**config.mk**
```make
export PLATFORM = sky130hd
export DESIGN_NAME = fe_erase_decoder
export DESIGN_NICKNAME = d
export VERILOG_FILES = /design/src/rtl/fe_pkg.sv /design/src/rtl/fe_cfg_regs.sv /design/src/rtl/fe_bank_reg.sv /design/src/rtl/fe_range_chk.sv /design/src/rtl/fe_erase_decoder.sv
export SDC_FILE = /design/constraint.sdc
export NUM_CORES = 1
export LEC_CHECK = 0
export BUFFER_PORTS_ARGS = -buffer_cell sky130_fd_sc_hd__buf_2
export CAP_MARGIN = 20
export CORE_AREA = 10 10 86 88
export DETAILED_ROUTE_END_ITERATION = 16
export DIE_AREA = 0 0 96 98
export PLACE_DENSITY_LB_ADDON = 0.12
export SLEW_MARGIN = 30
export SYNTH_ARGS = -nofsm -noshare
export SYNTH_HDL_FRONTEND = slang
export SYNTH_SLANG_ARGS = --single-unit
export TNS_END_PERCENT = 100
```
**constraint.sdc**
```tcl
create_clock -name clk -period 2.3 [get_ports clk]
set_input_delay 0.115 -clock clk [delete_from_list [all_inputs] [get_ports clk]]
set_output_delay 0.115 -clock clk [all_outputs]
set_load 0.02 [all_outputs]
```
**src/rtl/fe_pkg.sv**
```systemverilog
package fe_pkg;

   // Erase size codes as seen on req_kind
   typedef enum logic [1:0] {
      ERS_4K   = 2'd0,
      ERS_8K   = 2'd1,
      ERS_64K  = 2'd2,
      ERS_256K = 2'd3
   } ers_kind_e;

   // Configuration register field positions
   localparam int CR_FRZ  = 0;
   localparam int CR_PTOP = 2;
   localparam int CR_OTP  = 3;
   localparam int CR_PROT = 5;

   // Bits held by the freeze once it is set
   localparam logic [7:0] CR_LOCK_DEFAULT = 8'b0010_1100;

endpackage

```
**src/rtl/fe_cfg_regs.sv**
```systemverilog
module fe_cfg_regs #(
   parameter int          CR_W      = 8,
   parameter int          BP_W      = 3,
   parameter int          FRZ_BIT   = 0,
   parameter logic [CR_W-1:0] LOCK_MASK = CR_W'(fe_pkg::CR_LOCK_DEFAULT)
) (
   input  logic            clk,
   input  logic            rst_n,
   input  logic            cr_we,
   input  logic [CR_W-1:0] cr_wdata,
   input  logic            bp_we,
   input  logic [BP_W-1:0] bp_wdata,
   output logic [CR_W-1:0] cr_q,
   output logic [BP_W-1:0] bp_q
);

   if (FRZ_BIT >= CR_W) begin : g_bad_frz
      $error("fe_cfg_regs: freeze bit outside register");
   end
   if (LOCK_MASK[FRZ_BIT]) begin : g_bad_mask
      $error("fe_cfg_regs: freeze bit may not be in lock mask");
   end

   logic frozen;
   assign frozen = cr_q[FRZ_BIT];

   // One flop per configuration bit; the kind of bit picks its write rule
   for (genvar b = 0; b < CR_W; b++) begin : g_bit
      logic q;
      if (b == FRZ_BIT) begin : g_frz
         always_ff @(posedge clk) begin
            if (!rst_n)
               q <= 1'b0;
            else if (cr_we && cr_wdata[b])
               q <= 1'b1;
         end
      end else if (LOCK_MASK[b]) begin : g_lock
         always_ff @(posedge clk) begin
            if (!rst_n)
               q <= 1'b0;
            else if (cr_we && !frozen)
               q <= cr_wdata[b];
         end
      end else begin : g_free
         always_ff @(posedge clk) begin
            if (!rst_n)
               q <= 1'b0;
            else if (cr_we)
               q <= cr_wdata[b];
         end
      end
      assign cr_q[b] = q;
   end

   // Block-protect field follows the same lock as the masked bits
   always_ff @(posedge clk) begin
      if (!rst_n)
         bp_q <= '0;
      else if (bp_we && !frozen)
         bp_q <= bp_wdata;
   end

endmodule

```
**src/rtl/fe_bank_reg.sv**
```systemverilog
module fe_bank_reg #(
   parameter int BANK_W = 1,
   parameter int DATA_W = 8
) (
   input  logic              clk,
   input  logic              rst_n,
   input  logic              we,
   input  logic [DATA_W-1:0] wdata,
   output logic [BANK_W-1:0] q
);

   if (BANK_W < 1 || BANK_W > DATA_W) begin : g_bad_w
      $error("fe_bank_reg: bank width must fit the write data");
   end

   always_ff @(posedge clk) begin
      if (!rst_n)
         q <= '0;
      else if (we)
         q <= wdata[BANK_W-1:0];
   end

endmodule

```
**src/rtl/fe_range_chk.sv**
```systemverilog
module fe_range_chk
   import fe_pkg::*;
#(
   parameter int ADDR_W        = 25,
   parameter int SEC4_LG       = 12,
   parameter int SEC64_LG      = 16,
   parameter int SEC256_LG     = 18,
   parameter int PARAM_SECTORS = 32
) (
   input  logic [1:0]        kind,
   input  logic [ADDR_W-1:0] addr,
   input  logic              param_top,
   input  logic              arch_256k,
   output logic              legal,
   output logic [ADDR_W-1:0] start_addr,
   output logic [ADDR_W-1:0] end_addr
);

   localparam int PARAM_LG = SEC4_LG + $clog2(PARAM_SECTORS);
   localparam int HI_W     = ADDR_W - PARAM_LG;
   localparam logic [ADDR_W-1:0] MASK4   = (ADDR_W'(1) << SEC4_LG) - ADDR_W'(1);
   localparam logic [ADDR_W-1:0] MASK64  = (ADDR_W'(1) << SEC64_LG) - ADDR_W'(1);
   localparam logic [ADDR_W-1:0] MASK256 = (ADDR_W'(1) << SEC256_LG) - ADDR_W'(1);

   if (!(SEC4_LG < SEC64_LG && SEC64_LG < SEC256_LG && SEC256_LG < ADDR_W)) begin : g_bad_sizes
      $error("fe_range_chk: sector sizes must grow and fit the address");
   end
   if (PARAM_LG >= ADDR_W || (1 << $clog2(PARAM_SECTORS)) != PARAM_SECTORS) begin : g_bad_param
      $error("fe_range_chk: parameter area must be a power of two inside the array");
   end

   logic [HI_W-1:0]   hi;
   logic              in_param;
   logic [ADDR_W-1:0] mask;
   ers_kind_e         k;

   assign hi       = addr[ADDR_W-1:PARAM_LG];
   assign in_param = param_top ? (&hi) : ~(|hi);
   assign k        = ers_kind_e'(kind);

   always_comb begin
      legal = 1'b0;
      mask  = MASK4;
      case (k)
         ERS_4K: begin
            legal = in_param;
            mask  = MASK4;
         end
         ERS_8K: begin
            legal = 1'b0;
            mask  = MASK4;
         end
         ERS_64K: begin
            legal = !arch_256k;
            mask  = MASK64;
         end
         ERS_256K: begin
            legal = arch_256k;
            mask  = MASK256;
         end
         default: begin
            legal = 1'b0;
            mask  = MASK4;
         end
      endcase
   end

   assign start_addr = addr & ~mask;
   assign end_addr   = addr | mask;

endmodule

```
**src/rtl/fe_erase_decoder.sv**
```systemverilog
module fe_erase_decoder
   import fe_pkg::*;
#(
   parameter int ADDR_W        = 25,
   parameter int HOST_W        = 24,
   parameter int CR_W          = 8,
   parameter int BP_W          = 3,
   parameter int BANK_DATA_W   = 8,
   parameter int SEC4_LG       = 12,
   parameter int SEC64_LG      = 16,
   parameter int SEC256_LG     = 18,
   parameter int PARAM_SECTORS = 32
) (
   input  logic                     clk,
   input  logic                     rst_n,
   input  logic                     arch_256k,
   input  logic                     cr_we,
   input  logic [CR_W-1:0]          cr_wdata,
   input  logic                     bp_we,
   input  logic [BP_W-1:0]          bp_wdata,
   input  logic                     bank_we,
   input  logic [BANK_DATA_W-1:0]   bank_wdata,
   input  logic                     req_valid,
   input  logic [1:0]               req_kind,
   input  logic [HOST_W-1:0]        req_addr,
   output logic                     done,
   output logic                     err,
   output logic                     rng_valid,
   output logic [ADDR_W-1:0]        rng_start,
   output logic [ADDR_W-1:0]        rng_end,
   output logic [CR_W-1:0]          cr_q,
   output logic [BP_W-1:0]          bp_q,
   output logic [ADDR_W-HOST_W-1:0] bank_q
);

   localparam int BANK_W = ADDR_W - HOST_W;

   if (BANK_W < 1) begin : g_bad_bank
      $error("fe_erase_decoder: array must be wider than the host address");
   end
   if (CR_W <= CR_PROT) begin : g_bad_cr
      $error("fe_erase_decoder: configuration register too narrow for its fields");
   end

   logic [ADDR_W-1:0] eff_addr;
   logic              legal;
   logic [ADDR_W-1:0] s_addr;
   logic [ADDR_W-1:0] e_addr;

   fe_cfg_regs #(
      .CR_W      (CR_W),
      .BP_W      (BP_W),
      .FRZ_BIT   (CR_FRZ),
      .LOCK_MASK (CR_W'(CR_LOCK_DEFAULT))
   ) u_cfg (
      .clk      (clk),
      .rst_n    (rst_n),
      .cr_we    (cr_we),
      .cr_wdata (cr_wdata),
      .bp_we    (bp_we),
      .bp_wdata (bp_wdata),
      .cr_q     (cr_q),
      .bp_q     (bp_q)
   );

   fe_bank_reg #(
      .BANK_W (BANK_W),
      .DATA_W (BANK_DATA_W)
   ) u_bank (
      .clk   (clk),
      .rst_n (rst_n),
      .we    (bank_we),
      .wdata (bank_wdata),
      .q     (bank_q)
   );

   assign eff_addr = {bank_q, req_addr};

   fe_range_chk #(
      .ADDR_W        (ADDR_W),
      .SEC4_LG       (SEC4_LG),
      .SEC64_LG      (SEC64_LG),
      .SEC256_LG     (SEC256_LG),
      .PARAM_SECTORS (PARAM_SECTORS)
   ) u_range (
      .kind       (req_kind),
      .addr       (eff_addr),
      .param_top  (cr_q[CR_PTOP]),
      .arch_256k  (arch_256k),
      .legal      (legal),
      .start_addr (s_addr),
      .end_addr   (e_addr)
   );

   always_ff @(posedge clk) begin
      if (!rst_n) begin
         done      <= 1'b0;
         err       <= 1'b0;
         rng_valid <= 1'b0;
         rng_start <= '0;
         rng_end   <= '0;
      end else begin
         done      <= req_valid;
         err       <= req_valid && !legal;
         rng_valid <= req_valid && legal;
         if (req_valid && legal) begin
            rng_start <= s_addr;
            rng_end   <= e_addr;
         end
      end
   end

endmodule

```
==> out/qor.yml <==
die:
  die_w_um: 96
  core_sq_um: 5750
  fp-row-count: 28
  dieArea_sq_um: 9410
  ios: 117
  dieHeight_um: 98
  start_util_pct: 28.6
global_routing:
  grt_overflow: 0
  grt_pass1_vias: 1351
  grt_pass1_wl_um: 6970
  grt_max_degree: 23
  gr-usage-all-layers_pct: 9.34
  antenna_found_initial: 0
status:
  status: "finished, final reports clean"
routing:
  wl_per_cell_um: 15.0
  firstDrtPassIters: 4
  ant_nets: 0
  wl_met3_um: 605
  via_per_inst: 4.39
  wl_met1_um: 1800
  wl_met2_um: 2070
  vias: 1327
  dr.max_layer_used: "met4"
  drt-total-wl_um: 4530
  first_iter_violations: 58
  drc_errors: 0
place:
  place.gp.congestion: 0.751
  numPortBuffers: 85
  dpl.hpwl_um: 3610
  place_area_sq_um: 1910
  place_inst: 294
final_layout:
  final_layout_size_suffix_gt1_share_pct: 44.1
  syn2layout_area_growth_pct: 22.2
  final_nets: 278
  finalNonFillerCells: 302
  fin_util_pct: 34.9
  n_antenna_cell: 0
  final_cell_area_sq_um: 2010
sta:
  worst_pin_slew_ns: 0.839
  rsz0062_at_grt: "no"
  clock_skew_ns: 0.00628
  finalCritPeriodShare_pct: 82.3
  period_needed_ns: 1.89
  setup_viol: 0
  fmax_mhz: 529
  maxSlewViolCount: 0
  relSlewSlack_pct: 43.6
  final_hold_viol_count: 0
  setup_tns_ns: 0
clocking:
  cts_hold_buffers: 0
  cts.clk_slew.worst_paths_ns: 0.07
  cts-root-buf: "clkbuf_8"
  tritoncts: "yes"
  cts_resized: 0
  cts_setup_buffers: 0
  ctsHtreeMaxLevel: 2
  clock_latency_ns: 0.28
  numCtsBuffers: 5
  clockBufferDepth: 2
  clock_sinks: 35
power_and_ir_drop:
  ir_drop_v: 0.000212
  clkPwrFrac_pct: 35.3
  p_sw_share_pct: 28.3
  p_sw_w: 0.000392
  power_density_nw_per_um2: 691
  leakagePower_nw: 0.997
  p_int_w: 0.000995
  p_seq_share_pct: 47.1
  power_frac_comb_pct: 17.5
synthesis:
  ys_ff_latch: 35
  synth_edf_count: 0
  synthMuxAreaShare_pct: 6.70
  synth_simple_gate_area_share_pct: 11.9
  synth-compound-area-share_pct: 18.4
  yosysWarnings: 0
  ys_types: 32
  ys_seq_area_share_pct: 42.7
  syn_avg_cell_area_sq_um: 10.0
  synth.area.top_cells: "dfxtp_1 (43%), buf_4 (17%), mux2i_1 (6.7%)"
  synth_flop_cell: "dfxtp_1"
  synthCells: 164
  synth_top_area_cell: "dfxtp_1"
  synthesis.area_sq_um: 1640
  synthXorXnorAreaFrac_pct: 0.533
  yosysTopAreaCellShare_pct: 42.7
  synth_top_family_by_area: "buffers and inverters"
  synthAdderAreaFrac_pct: 0
  async_flop_share_pct: 0
worst_setup_path:
  critPathArrivalTime_ns: 2.13
  max_stage_delay_ns: 0.63
  endpoint_kind: "flip-flop"
  cp-start-kind: "flip-flop"
  r2r_start: "u_bank.q$_SDFFE_PN0P_"
  crit_fanout: 13
  critPathLaunch: "u_bank.q$_SDFFE_PN0P_"
  required_ns: 2.53
  crit_type: "reg -> reg"
  cp_slowest_cell: "or4_4"
  cp_cell_sequence: "nand4_1 -> or4_4 -> a31oi_4 -> o221a_2"
hold_path:
  hp-start: "req_addr[15]"
  hold_class: "in -> reg"
run:
  maxCapViolCount: 0
[cells in the mapped netlist, drive strengths merged, types with 3 or more instances]
master	instances
a31oi	3
o221a	6
mux2i	11
nor2b	3
o2bb2ai	4
dfxtp	35
nor4	4
nand2	13
inv	3
nor2	12
clkbuf	4
a32o	6
buf	39
[metrics by stage]
stage	hold slack, ns	power [W]	setup slack (ns)
floorplan	0.232	0.000866	0.415
global placement	0.341	0.000913	0.414
detailed placement	0.342	0.000914	0.396
CTS	0.0323	0.00142	0.413
global route	0.0385	0.00147	0.272
finish	0.0465	0.00139	0.408
[logic make-up (layout without fill, tap and decap cells)]
kind of cell    count (synthesis)  after routing
buf+inv                        46             98
simple gates                   41             41
compound gates                 29             29
flops                          35             35
other cells                     1             12
mux                            11             11
xor+xnor                        1              1
[layer usage]
metal / vias to the layer above / GRT usage (%)
met1: 598 / 10.5
met3: 4 / 5.13
met4: 0 / 3.75
met2: 68 / 14.3
li1: 657 / -
met5: - / 0
[cell type report]
| type | count | area [sq um] |
|---|---|---|
| Timing Repair Buffer | 87 | 440 |
| Sequential cell | 35 | 701 |
| Multi-Input combinational cell | 94 | 661 |
| Inverter | 3 | 11.3 |
| Clock buffer | 8 | 100 |
| Fill cell | 625 | 3740 |
| Tap cell | 75 | 93.8 |
[sequential cells by signal, summed over array words and instances (netlist names)]
register,flops
rng_end,13
err,1
u_cfg.g_bit.q,7
rng_start,7
rng_valid,1
u_bank.q,1
u_cfg.frozen,1
u_cfg.bp_q,3
done,1
[final timing paths]
| path | end | slack (ns) | cells after the start |
|---|---|---|---|
| setup / recovery | rng_end[16]$_SDFFE_PN0P_ | 0.41 | 4 |
| hold reg to reg | rng_start[15]$_SDFFE_PN0P_ | 0.46 | 2 |
| setup reg to reg | rng_end[16]$_SDFFE_PN0P_ | 0.41 | 4 |
| hold / removal | rng_start[15]$_SDFFE_PN0P_ | 0.05 | 2 |
[worst max-delay path, delay by kind of cell, from the launching register on]
| kind | cells | cell delay [ns] |
|---|---|---|
| simple gates | 2 | 0.77 |
| compound gates | 2 | 0.67 |
| flops | 1 | 0.40 |
[power groups by stage]
stage	combinational (W)	clock [W]	sequential, W
CTS	0.000246	0.000520	0.000654
finish	0.000243	0.000490	0.000654
detailed placement	0.000246	0	0.000668
global route	0.000264	0.000546	0.000660
floorplan	0.000173	0	0.000692
global placement	0.000246	0	0.000667
[layout by cell type, fill, tap and decap left out, types with 3 or more instances in the layout]
master and n:
a32o_1 6, buf_2 85, clkbuf_8 7, conb_1 12, dfxtp_1 35, inv_1 3
mux2i_1 11, nand2_1 13, nor2_1 12, nor2b_1 3, nor4_1 4, o221a_1 4
o2bb2ai_1 4
(Power assumes the default switching activity.)
